`src/rtl/spi_rs_pkg.sv`:
```
package spi_rs_pkg;

    localparam int ADDR_W     = 10;
    localparam int BYTE_W     = 8;
    localparam int LEN_W      = 3;
    localparam int INSTR_BITS = 16;

    typedef enum logic [2:0] {
        ST_IDLE,
        ST_INSTR,
        ST_WDATA,
        ST_RDATA,
        ST_DONE
    } xfer_state_t;

endpackage

```
`src/rtl/spi_rs_sync.sv`:
```
module spi_rs_sync #(
    parameter int STAGES = 2
) (
    input  logic clk,
    input  logic rst_n,
    input  logic sclk,
    input  logic cs_n,
    input  logic sdi,
    output logic sclk_rise,
    output logic sclk_fall,
    output logic cs_hi,
    output logic sdi_s
);
    logic [STAGES-1:0] sclk_ch;
    logic [STAGES-1:0] cs_ch;
    logic [STAGES-1:0] sdi_ch;
    logic              sclk_prev;

    always_ff @(posedge clk or negedge rst_n) begin
        if (!rst_n) begin
            sclk_ch   <= '0;
            cs_ch     <= '1;
            sdi_ch    <= '0;
            sclk_prev <= 1'b0;
        end else begin
            sclk_ch   <= {sclk_ch[STAGES-2:0], sclk};
            cs_ch     <= {cs_ch[STAGES-2:0], cs_n};
            sdi_ch    <= {sdi_ch[STAGES-2:0], sdi};
            sclk_prev <= sclk_ch[STAGES-1];
        end
    end

    assign sclk_rise = sclk_ch[STAGES-1] & ~sclk_prev;
    assign sclk_fall = ~sclk_ch[STAGES-1] & sclk_prev;
    assign cs_hi     = cs_ch[STAGES-1];
    assign sdi_s     = sdi_ch[STAGES-1];

endmodule

```
`src/rtl/spi_rs_regfile.sv`:
```
module spi_rs_regfile
    import spi_rs_pkg::*;
#(
    parameter int NUM_REGS = 64,
    parameter int RD_PORTS = 2
) (
    input  logic                             clk,
    input  logic                             rst_n,
    input  logic                             we,
    input  logic [ADDR_W-1:0]                waddr,
    input  logic [BYTE_W-1:0]                wdata,
    input  logic [RD_PORTS-1:0][ADDR_W-1:0]  raddr,
    output logic [RD_PORTS-1:0][BYTE_W-1:0]  rdata
);
    localparam int IDX_W = (NUM_REGS > 1) ? $clog2(NUM_REGS) : 1;
    localparam logic [ADDR_W:0] LIMIT = (ADDR_W+1)'(NUM_REGS);

    logic [BYTE_W-1:0] mem [NUM_REGS];

    function automatic logic in_range(input logic [ADDR_W-1:0] a);
        return {1'b0, a} < LIMIT;
    endfunction

    always_ff @(posedge clk or negedge rst_n) begin
        if (!rst_n) begin
            for (int i = 0; i < NUM_REGS; i++) begin
                mem[i] <= '0;
            end
        end else if (we && in_range(waddr)) begin
            mem[waddr[IDX_W-1:0]] <= wdata;
        end
    end

    for (genvar p = 0; p < RD_PORTS; p++) begin : g_rd
        assign rdata[p] = in_range(raddr[p]) ? mem[raddr[p][IDX_W-1:0]] : '0;
    end

endmodule

```
`src/rtl/spi_rs_ctrl.sv`:
```
module spi_rs_ctrl
    import spi_rs_pkg::*;
(
    input  logic              clk,
    input  logic              rst_n,
    input  logic              sclk_rise,
    input  logic              sclk_fall,
    input  logic              cs_hi,
    input  logic              sdi_s,
    input  logic [BYTE_W-1:0] rd_data,
    output logic [ADDR_W-1:0] rd_addr,
    output logic              wr_en,
    output logic [ADDR_W-1:0] wr_addr,
    output logic [BYTE_W-1:0] wr_data,
    output logic              sdo_bit,
    output logic              in_read,
    output logic              active
);
    // 13 kept instruction bits: direction, length, address[9:1]
    logic [12:0]       in_sh;
    logic [3:0]        bit_cnt;
    logic [ADDR_W-1:0] addr_q;
    logic [LEN_W-1:0]  left_q;
    logic [BYTE_W-1:0] rd_sh;
    logic              sdo_q;
    xfer_state_t       state_q;
    xfer_state_t       state_d;

    logic              instr_last;
    logic              byte_last;
    logic              spare_slot;
    logic              start_wr;
    logic [LEN_W-1:0]  start_len;
    logic [ADDR_W-1:0] start_addr;

    assign instr_last = sclk_rise && (bit_cnt == 4'(INSTR_BITS - 1));
    assign byte_last  = sclk_rise && (bit_cnt == 4'(BYTE_W - 1));
    // instruction bits 11 and 10 arrive at counts 4 and 5; they are dropped
    assign spare_slot = (bit_cnt == 4'd4) || (bit_cnt == 4'd5);
    assign start_wr   = in_sh[12];
    assign start_len  = in_sh[11:9];
    assign start_addr = {in_sh[8:0], sdi_s};

    always_ff @(posedge clk or negedge rst_n) begin
        if (!rst_n) begin
            state_q <= ST_IDLE;
        end else begin
            state_q <= state_d;
        end
    end

    always_comb begin
        state_d = state_q;
        if (cs_hi) begin
            state_d = ST_IDLE;
        end else begin
            unique case (state_q)
                ST_IDLE:  state_d = ST_INSTR;
                ST_INSTR: begin
                    if (instr_last) begin
                        state_d = start_wr ? ST_WDATA : ST_RDATA;
                    end
                end
                ST_WDATA,
                ST_RDATA: begin
                    if (byte_last && (left_q == '0)) begin
                        state_d = ST_DONE;
                    end
                end
                ST_DONE:  state_d = ST_DONE;
                default:  state_d = ST_IDLE;
            endcase
        end
    end

    always_ff @(posedge clk or negedge rst_n) begin
        if (!rst_n) begin
            in_sh   <= '0;
            bit_cnt <= '0;
            addr_q  <= '0;
            left_q  <= '0;
            rd_sh   <= '0;
            sdo_q   <= 1'b0;
        end else begin
            unique case (state_q)
                ST_IDLE: begin
                    bit_cnt <= '0;
                end
                ST_INSTR: begin
                    if (sclk_rise) begin
                        if (instr_last) begin
                            bit_cnt <= '0;
                            addr_q  <= start_addr;
                            left_q  <= start_len;
                            if (!start_wr) begin
                                rd_sh <= rd_data;
                            end
                        end else begin
                            bit_cnt <= bit_cnt + 4'd1;
                            if (!spare_slot) begin
                                in_sh <= {in_sh[11:0], sdi_s};
                            end
                        end
                    end
                end
                ST_WDATA: begin
                    if (sclk_rise) begin
                        in_sh <= {in_sh[11:0], sdi_s};
                        if (byte_last) begin
                            bit_cnt <= '0;
                            if (left_q != '0) begin
                                left_q <= left_q - 3'd1;
                                addr_q <= addr_q - 10'd1;
                            end
                        end else begin
                            bit_cnt <= bit_cnt + 4'd1;
                        end
                    end
                end
                ST_RDATA: begin
                    if (sclk_rise) begin
                        if (byte_last) begin
                            bit_cnt <= '0;
                            if (left_q != '0) begin
                                left_q <= left_q - 3'd1;
                                addr_q <= addr_q - 10'd1;
                                rd_sh  <= rd_data;
                            end
                        end else begin
                            bit_cnt <= bit_cnt + 4'd1;
                        end
                    end else if (sclk_fall) begin
                        sdo_q <= rd_sh[BYTE_W-1];
                        rd_sh <= {rd_sh[BYTE_W-2:0], 1'b0};
                    end
                end
                ST_DONE: begin
                    bit_cnt <= bit_cnt;
                end
                default: begin
                    bit_cnt <= '0;
                end
            endcase
        end
    end

    always_comb begin
        wr_en   = (state_q == ST_WDATA) && byte_last;
        wr_addr = addr_q;
        wr_data = {in_sh[6:0], sdi_s};
        rd_addr = (state_q == ST_INSTR) ? start_addr : (addr_q - 10'd1);
        in_read = (state_q == ST_RDATA);
        active  = (state_q != ST_IDLE);
        sdo_bit = sdo_q;
    end

endmodule

```
`src/rtl/spi_regslave.sv`:
```
module spi_regslave
    import spi_rs_pkg::*;
#(
    parameter int NUM_REGS    = 64,
    parameter int SYNC_STAGES = 2
) (
    input  logic              clk,
    input  logic              rst_n,
    input  logic              three_wire,
    input  logic              sclk,
    input  logic              cs_n,
    input  logic              sdi,
    output logic              sdo,
    output logic              sdo_oe,
    output logic              sdio_out,
    output logic              sdio_oe,
    input  logic [ADDR_W-1:0] rb_addr,
    output logic [BYTE_W-1:0] rb_data
);
    logic                     sclk_rise;
    logic                     sclk_fall;
    logic                     cs_hi;
    logic                     sdi_s;
    logic                     rf_we;
    logic [ADDR_W-1:0]        rf_waddr;
    logic [BYTE_W-1:0]        rf_wdata;
    logic [ADDR_W-1:0]        core_raddr;
    logic [1:0][ADDR_W-1:0]   rf_raddr;
    logic [1:0][BYTE_W-1:0]   rf_rdata;
    logic                     sdo_bit;
    logic                     in_read;
    logic                     active;

    spi_rs_sync #(.STAGES(SYNC_STAGES)) sync_i (
        .clk       (clk),
        .rst_n     (rst_n),
        .sclk      (sclk),
        .cs_n      (cs_n),
        .sdi       (sdi),
        .sclk_rise (sclk_rise),
        .sclk_fall (sclk_fall),
        .cs_hi     (cs_hi),
        .sdi_s     (sdi_s)
    );

    spi_rs_ctrl ctrl_i (
        .clk       (clk),
        .rst_n     (rst_n),
        .sclk_rise (sclk_rise),
        .sclk_fall (sclk_fall),
        .cs_hi     (cs_hi),
        .sdi_s     (sdi_s),
        .rd_data   (rf_rdata[0]),
        .rd_addr   (core_raddr),
        .wr_en     (rf_we),
        .wr_addr   (rf_waddr),
        .wr_data   (rf_wdata),
        .sdo_bit   (sdo_bit),
        .in_read   (in_read),
        .active    (active)
    );

    assign rf_raddr[0] = core_raddr;
    assign rf_raddr[1] = rb_addr;

    spi_rs_regfile #(.NUM_REGS(NUM_REGS), .RD_PORTS(2)) regs_i (
        .clk   (clk),
        .rst_n (rst_n),
        .we    (rf_we),
        .waddr (rf_waddr),
        .wdata (rf_wdata),
        .raddr (rf_raddr),
        .rdata (rf_rdata)
    );

    assign rb_data  = rf_rdata[1];
    assign sdo      = sdo_bit;
    assign sdo_oe   = active & ~three_wire;
    assign sdio_out = sdo_bit;
    assign sdio_oe  = in_read & three_wire;

endmodule

```
`config.mk`:
```
export PLATFORM = sky130hd
export DESIGN_NAME = spi_regslave
export DESIGN_NICKNAME = d
export VERILOG_FILES = /design/src/rtl/spi_rs_pkg.sv /design/src/rtl/spi_rs_sync.sv /design/src/rtl/spi_rs_regfile.sv /design/src/rtl/spi_rs_ctrl.sv /design/src/rtl/spi_regslave.sv
export SDC_FILE = /design/constraint.sdc
export NUM_CORES = 1
export LEC_CHECK = 0
export CAP_MARGIN = 10
export CORE_MARGIN = 2
export CORE_UTILIZATION = 56
export CTS_CLUSTER_SIZE = 24
export DETAILED_ROUTE_END_ITERATION = 8
export PLACE_DENSITY = 0.76
export SYNTH_ARGS = -nofsm -noshare
export SYNTH_HDL_FRONTEND = slang
export SYNTH_SLANG_ARGS = --single-unit
```
`constraint.sdc`:
```
create_clock -name clk -period 3.96 [get_ports clk]
set_input_delay 0.792 -clock clk [delete_from_list [all_inputs] [get_ports clk]]
set_output_delay 0.792 -clock clk [all_outputs]
set_load 0.01 [all_outputs]
```
==> impl_metrics.toml <==
[detailed_routing]
drt_pass1_iterations = 8
ant_nets = 0
via_per_inst = 7.07
vias = 23000
wl_um = 94500
drt_iter0_markers = 3119
wl_per_cell_um = 29.0
route.detailed.drc = 1

[sta]
tightest_slew_ns = 1.10
rsz0062_at_grt = "yes"
setup_ws_ns = -0.0149
final_max_slew_viol_count = 0
finalHoldViolCount = 0
fin_skew_ns = 0.0247
period_needed_ns = 3.97
clock.fmax_ghz = 0.252
finalSetupViolations = 1
relSlewSlack_pct = 24.8
fin_crit_sh_pct = 100

[global_route]
globalRouteOverflowTotal = 0
track_usage_pct = 34.1
grt_pass1_wl_um = 144000
grt_max_degree = 120
grt_pass1_vias = 23200
antenna_found_initial = 3

[placed_design]
hpwl_um = 63100
port_buffers = 27
pre_cts_ws_ns = -0.395
place_inst = 3123
place_area_sq_um = 31900
globalplace.congestion = 0.998

[clock_tree]
tritoncts = "done"
insertion_delay_ns = 0.64
cts_hold_buffers = 0
numCtsBuffers = 58
clkTransAtPathRegs_ns = 0.06
cts.sink_count = 561
clk_root_buffer_cell = "clkbuf_16"
htree_levels = 2
clk_path_buf_depth = 3

[logic_synthesis]
synthMuxAreaShare_pct = 33.8
syn_nets = 2507
ys_async_sr_fraction_pct = 100
synth-edff-count = 0
syn_inst = 2485
ys_warn_count = 0
synth_compound_area_share_pct = 7.11
synth-seq-area-share_pct = 46.2
yosys.area_share.simple_pct = 9.57
synth-main-ff-cell = "dfrtp_1"
synth_xor_area_share_pct = 0.0865
synth_area_sq_um = 30400
synth_seq_cells = 561
synthAdderAreaFrac_pct = 0.247
synth_top_family_by_area = "multiplexers"
syn_avg_cell_area_sq_um = 12.2
ys_types = 65

[worst_setup_path]
cp_data_arrival_time_ns = 3.18
path_common_cell = "mux4_2"
path_cells = "clkbuf_16 -> buf_8 -> bufbuf_16 -> mux4_2 -> mux4_2 -> mux4_2 -> nor2b_1 -> buf_2"
slowest_stage = "mux4_2"
cp_max_fo = 8
required_ns = 3.17
endpoint_kind = "output port"
worstSetupPathType = "primary input to output port"
cp_slowest_stage_delay_ns = 0.51
r2r_setup_slack_ns = 0.19
cp-start-kind = "primary input"

[power]
power.density_nw_per_um2 = 615
ir_worst_vdd_mv = 0.738
cellLeakagePower_nw = 15.2

[floorplan]
ios = 28
die_x_um = 237
start_util_pct = 56.6
dieArea_sq_um = 56100
core_area_sq_um = 53700
fp-row-count = 85
dieHeight_um = 237

[status]
outcome = "finished with violations"
violations = "DRC, setup timing"

[job]
cap_violations = 0

[cells_and_area]
fin_area_sq_um = 34200
fin_cells = 3257
syn_to_final_growth_pct = 12.6
finalNetCount = 2531
drive_above_1_share_pct = 40.1
post-route-util_pct = 63.7

[hold_path]
hold_class = "primary input to async pin"
-- layout by cell type (no fill, tap or decap), types with 14 or more instances in the layout --
master             n
buf_4             94
a221oi_1          15
a211oi_1          19
dfrtp_1          551
and3_1            16
and2_1            18
mux2_2           536
nor2_2            39
buf_12            29
a21oi_1          101
nand3_1           85
clkbuf_16         59
mux2i_1           17
nor3_1            15
nor2b_1           15
a31oi_1           22
o21ai_0           32
clkbuf_8          17
a2111oi_0         22
clkdlybuf4s50_1   14
a22oi_1           14
nand2_1          392
nor2_1            45
mux4_2           179
-- worst max-delay path: cells and delay by family --
family / cells / cell delay (ns)
buffers and inverters: 4 / 0.72
and+or+nand+nor: 1 / 0.15
muxes: 3 / 1.50
-- layout make-up --
cell class / instances / area, sq um
inverters: 10 / 37.5
well taps: 696 / 871
multi-input cells: 1716 / 15500
diodes: 2 / 5.00
repair buffers: 162 / 1750
flip-flops and latches: 561 / 14100
clock inverters: 22 / 218
clock buffers: 88 / 1730
fillers: 3826 / 19500
-- repair_timing --
action	CTS	global route
gates resized for setup	46	7
cloned	5	0
hold endpoints to repair	0	0
buffers inserted	18	1
setup endpoints to repair	8	10
-- cells by family after synthesis --
kind of cell / count (synthesis)
multiplexers: 736
AND/OR/NAND/NOR: 653
flip-flops: 561
AO/OA/AOI/OAI: 318
buffers and inverters: 208
adder cells (fa/ha/maj): 6
XOR/XNOR: 3
-- worst paths after layout --
path                              startpoint          endpoint  cells past startpoint
max                               rb_addr[0]        rb_data[7]                      8
min                                    rst_n   regs_i.mem[500]                      1
max reg2reg                ctrl_i.wr_addr[1]   ctrl_i.rd_sh[4]                     13
min reg2reg                 sync_i.sdi_ch[0]  sync_i.sdi_ch[1]                      0
max in group asynchronous              rst_n   regs_i.mem[151]                      2
min in group clk            sync_i.sdi_ch[0]  sync_i.sdi_ch[1]                      0
-- synthesized netlist by cell type (all sizes together) (8+ instances only) --
library cell	count	area, sq um
dfrtp	559	14000
mux2	537	6050
nand2	392	1470
mux4	179	4030
clkbuf	124	465
a21oi	101	505
nor2	86	428
nand3	85	425
buf	74	384
o21ai	42	210
a2111oi	26	228
a31oi	23	159
and2	20	125
mux2i	20	200
a211oi	19	143
and3	16	100
nor3	16	85.1
a221oi	15	131
nor2b	15	93.8
a22oi	14	105
a221o	12	120
o32ai	10	87.6
o22ai	9	56.3
a41oi	8	70.1
inv	8	30.0
-- state kept, by name (all words and copies together), names as in the netlist --
register / flops
ctrl_i.bit_cnt: 4
ctrl_i.sdo_bit: 1
ctrl_i.wr_addr: 10
ctrl_i.rd_sh: 8
sync_i.cs_ch: 2
ctrl_i.state_q: 3
ctrl_i.in_sh: 13
regs_i.mem: 512
sync_i.sclk_prev: 1
sync_i.sdi_ch: 2
sync_i.sclk_ch: 2
ctrl_i.left_q: 3
-- routing by layer --
layer,global-route usage (%),part of all wire (%)
met5,0,0.014
met4,18.3,6.0
met3,10.8,13
met2,51.9,45
met1,43.7,36
-- metrics by stage --
step                      power [mW]    TNS, ns  hold WS (ns)
final                           21.0    -0.0149        0.0970
after global routing            21.6     -0.104         0.127
after CTS                       20.6  -0.000743        0.0973
after detailed placement        15.0      -3.00         0.338
after global placement          14.8      -2.71         0.335
after floorplan                 11.2          0         0.331
-- power by group --
group | total, mW | switching (mW) | leakage, nW | internal, mW
Combinational | 9.33 | 6.63 | 6.51 | 2.70
Sequential | 6.10 | 0.197 | 7.78 | 5.90
Clock | 5.58 | 2.36 | 0.958 | 3.22
Total | 21.0 | 9.19 | 15.2 | 11.8
Power figures use the tool's default switching activity.
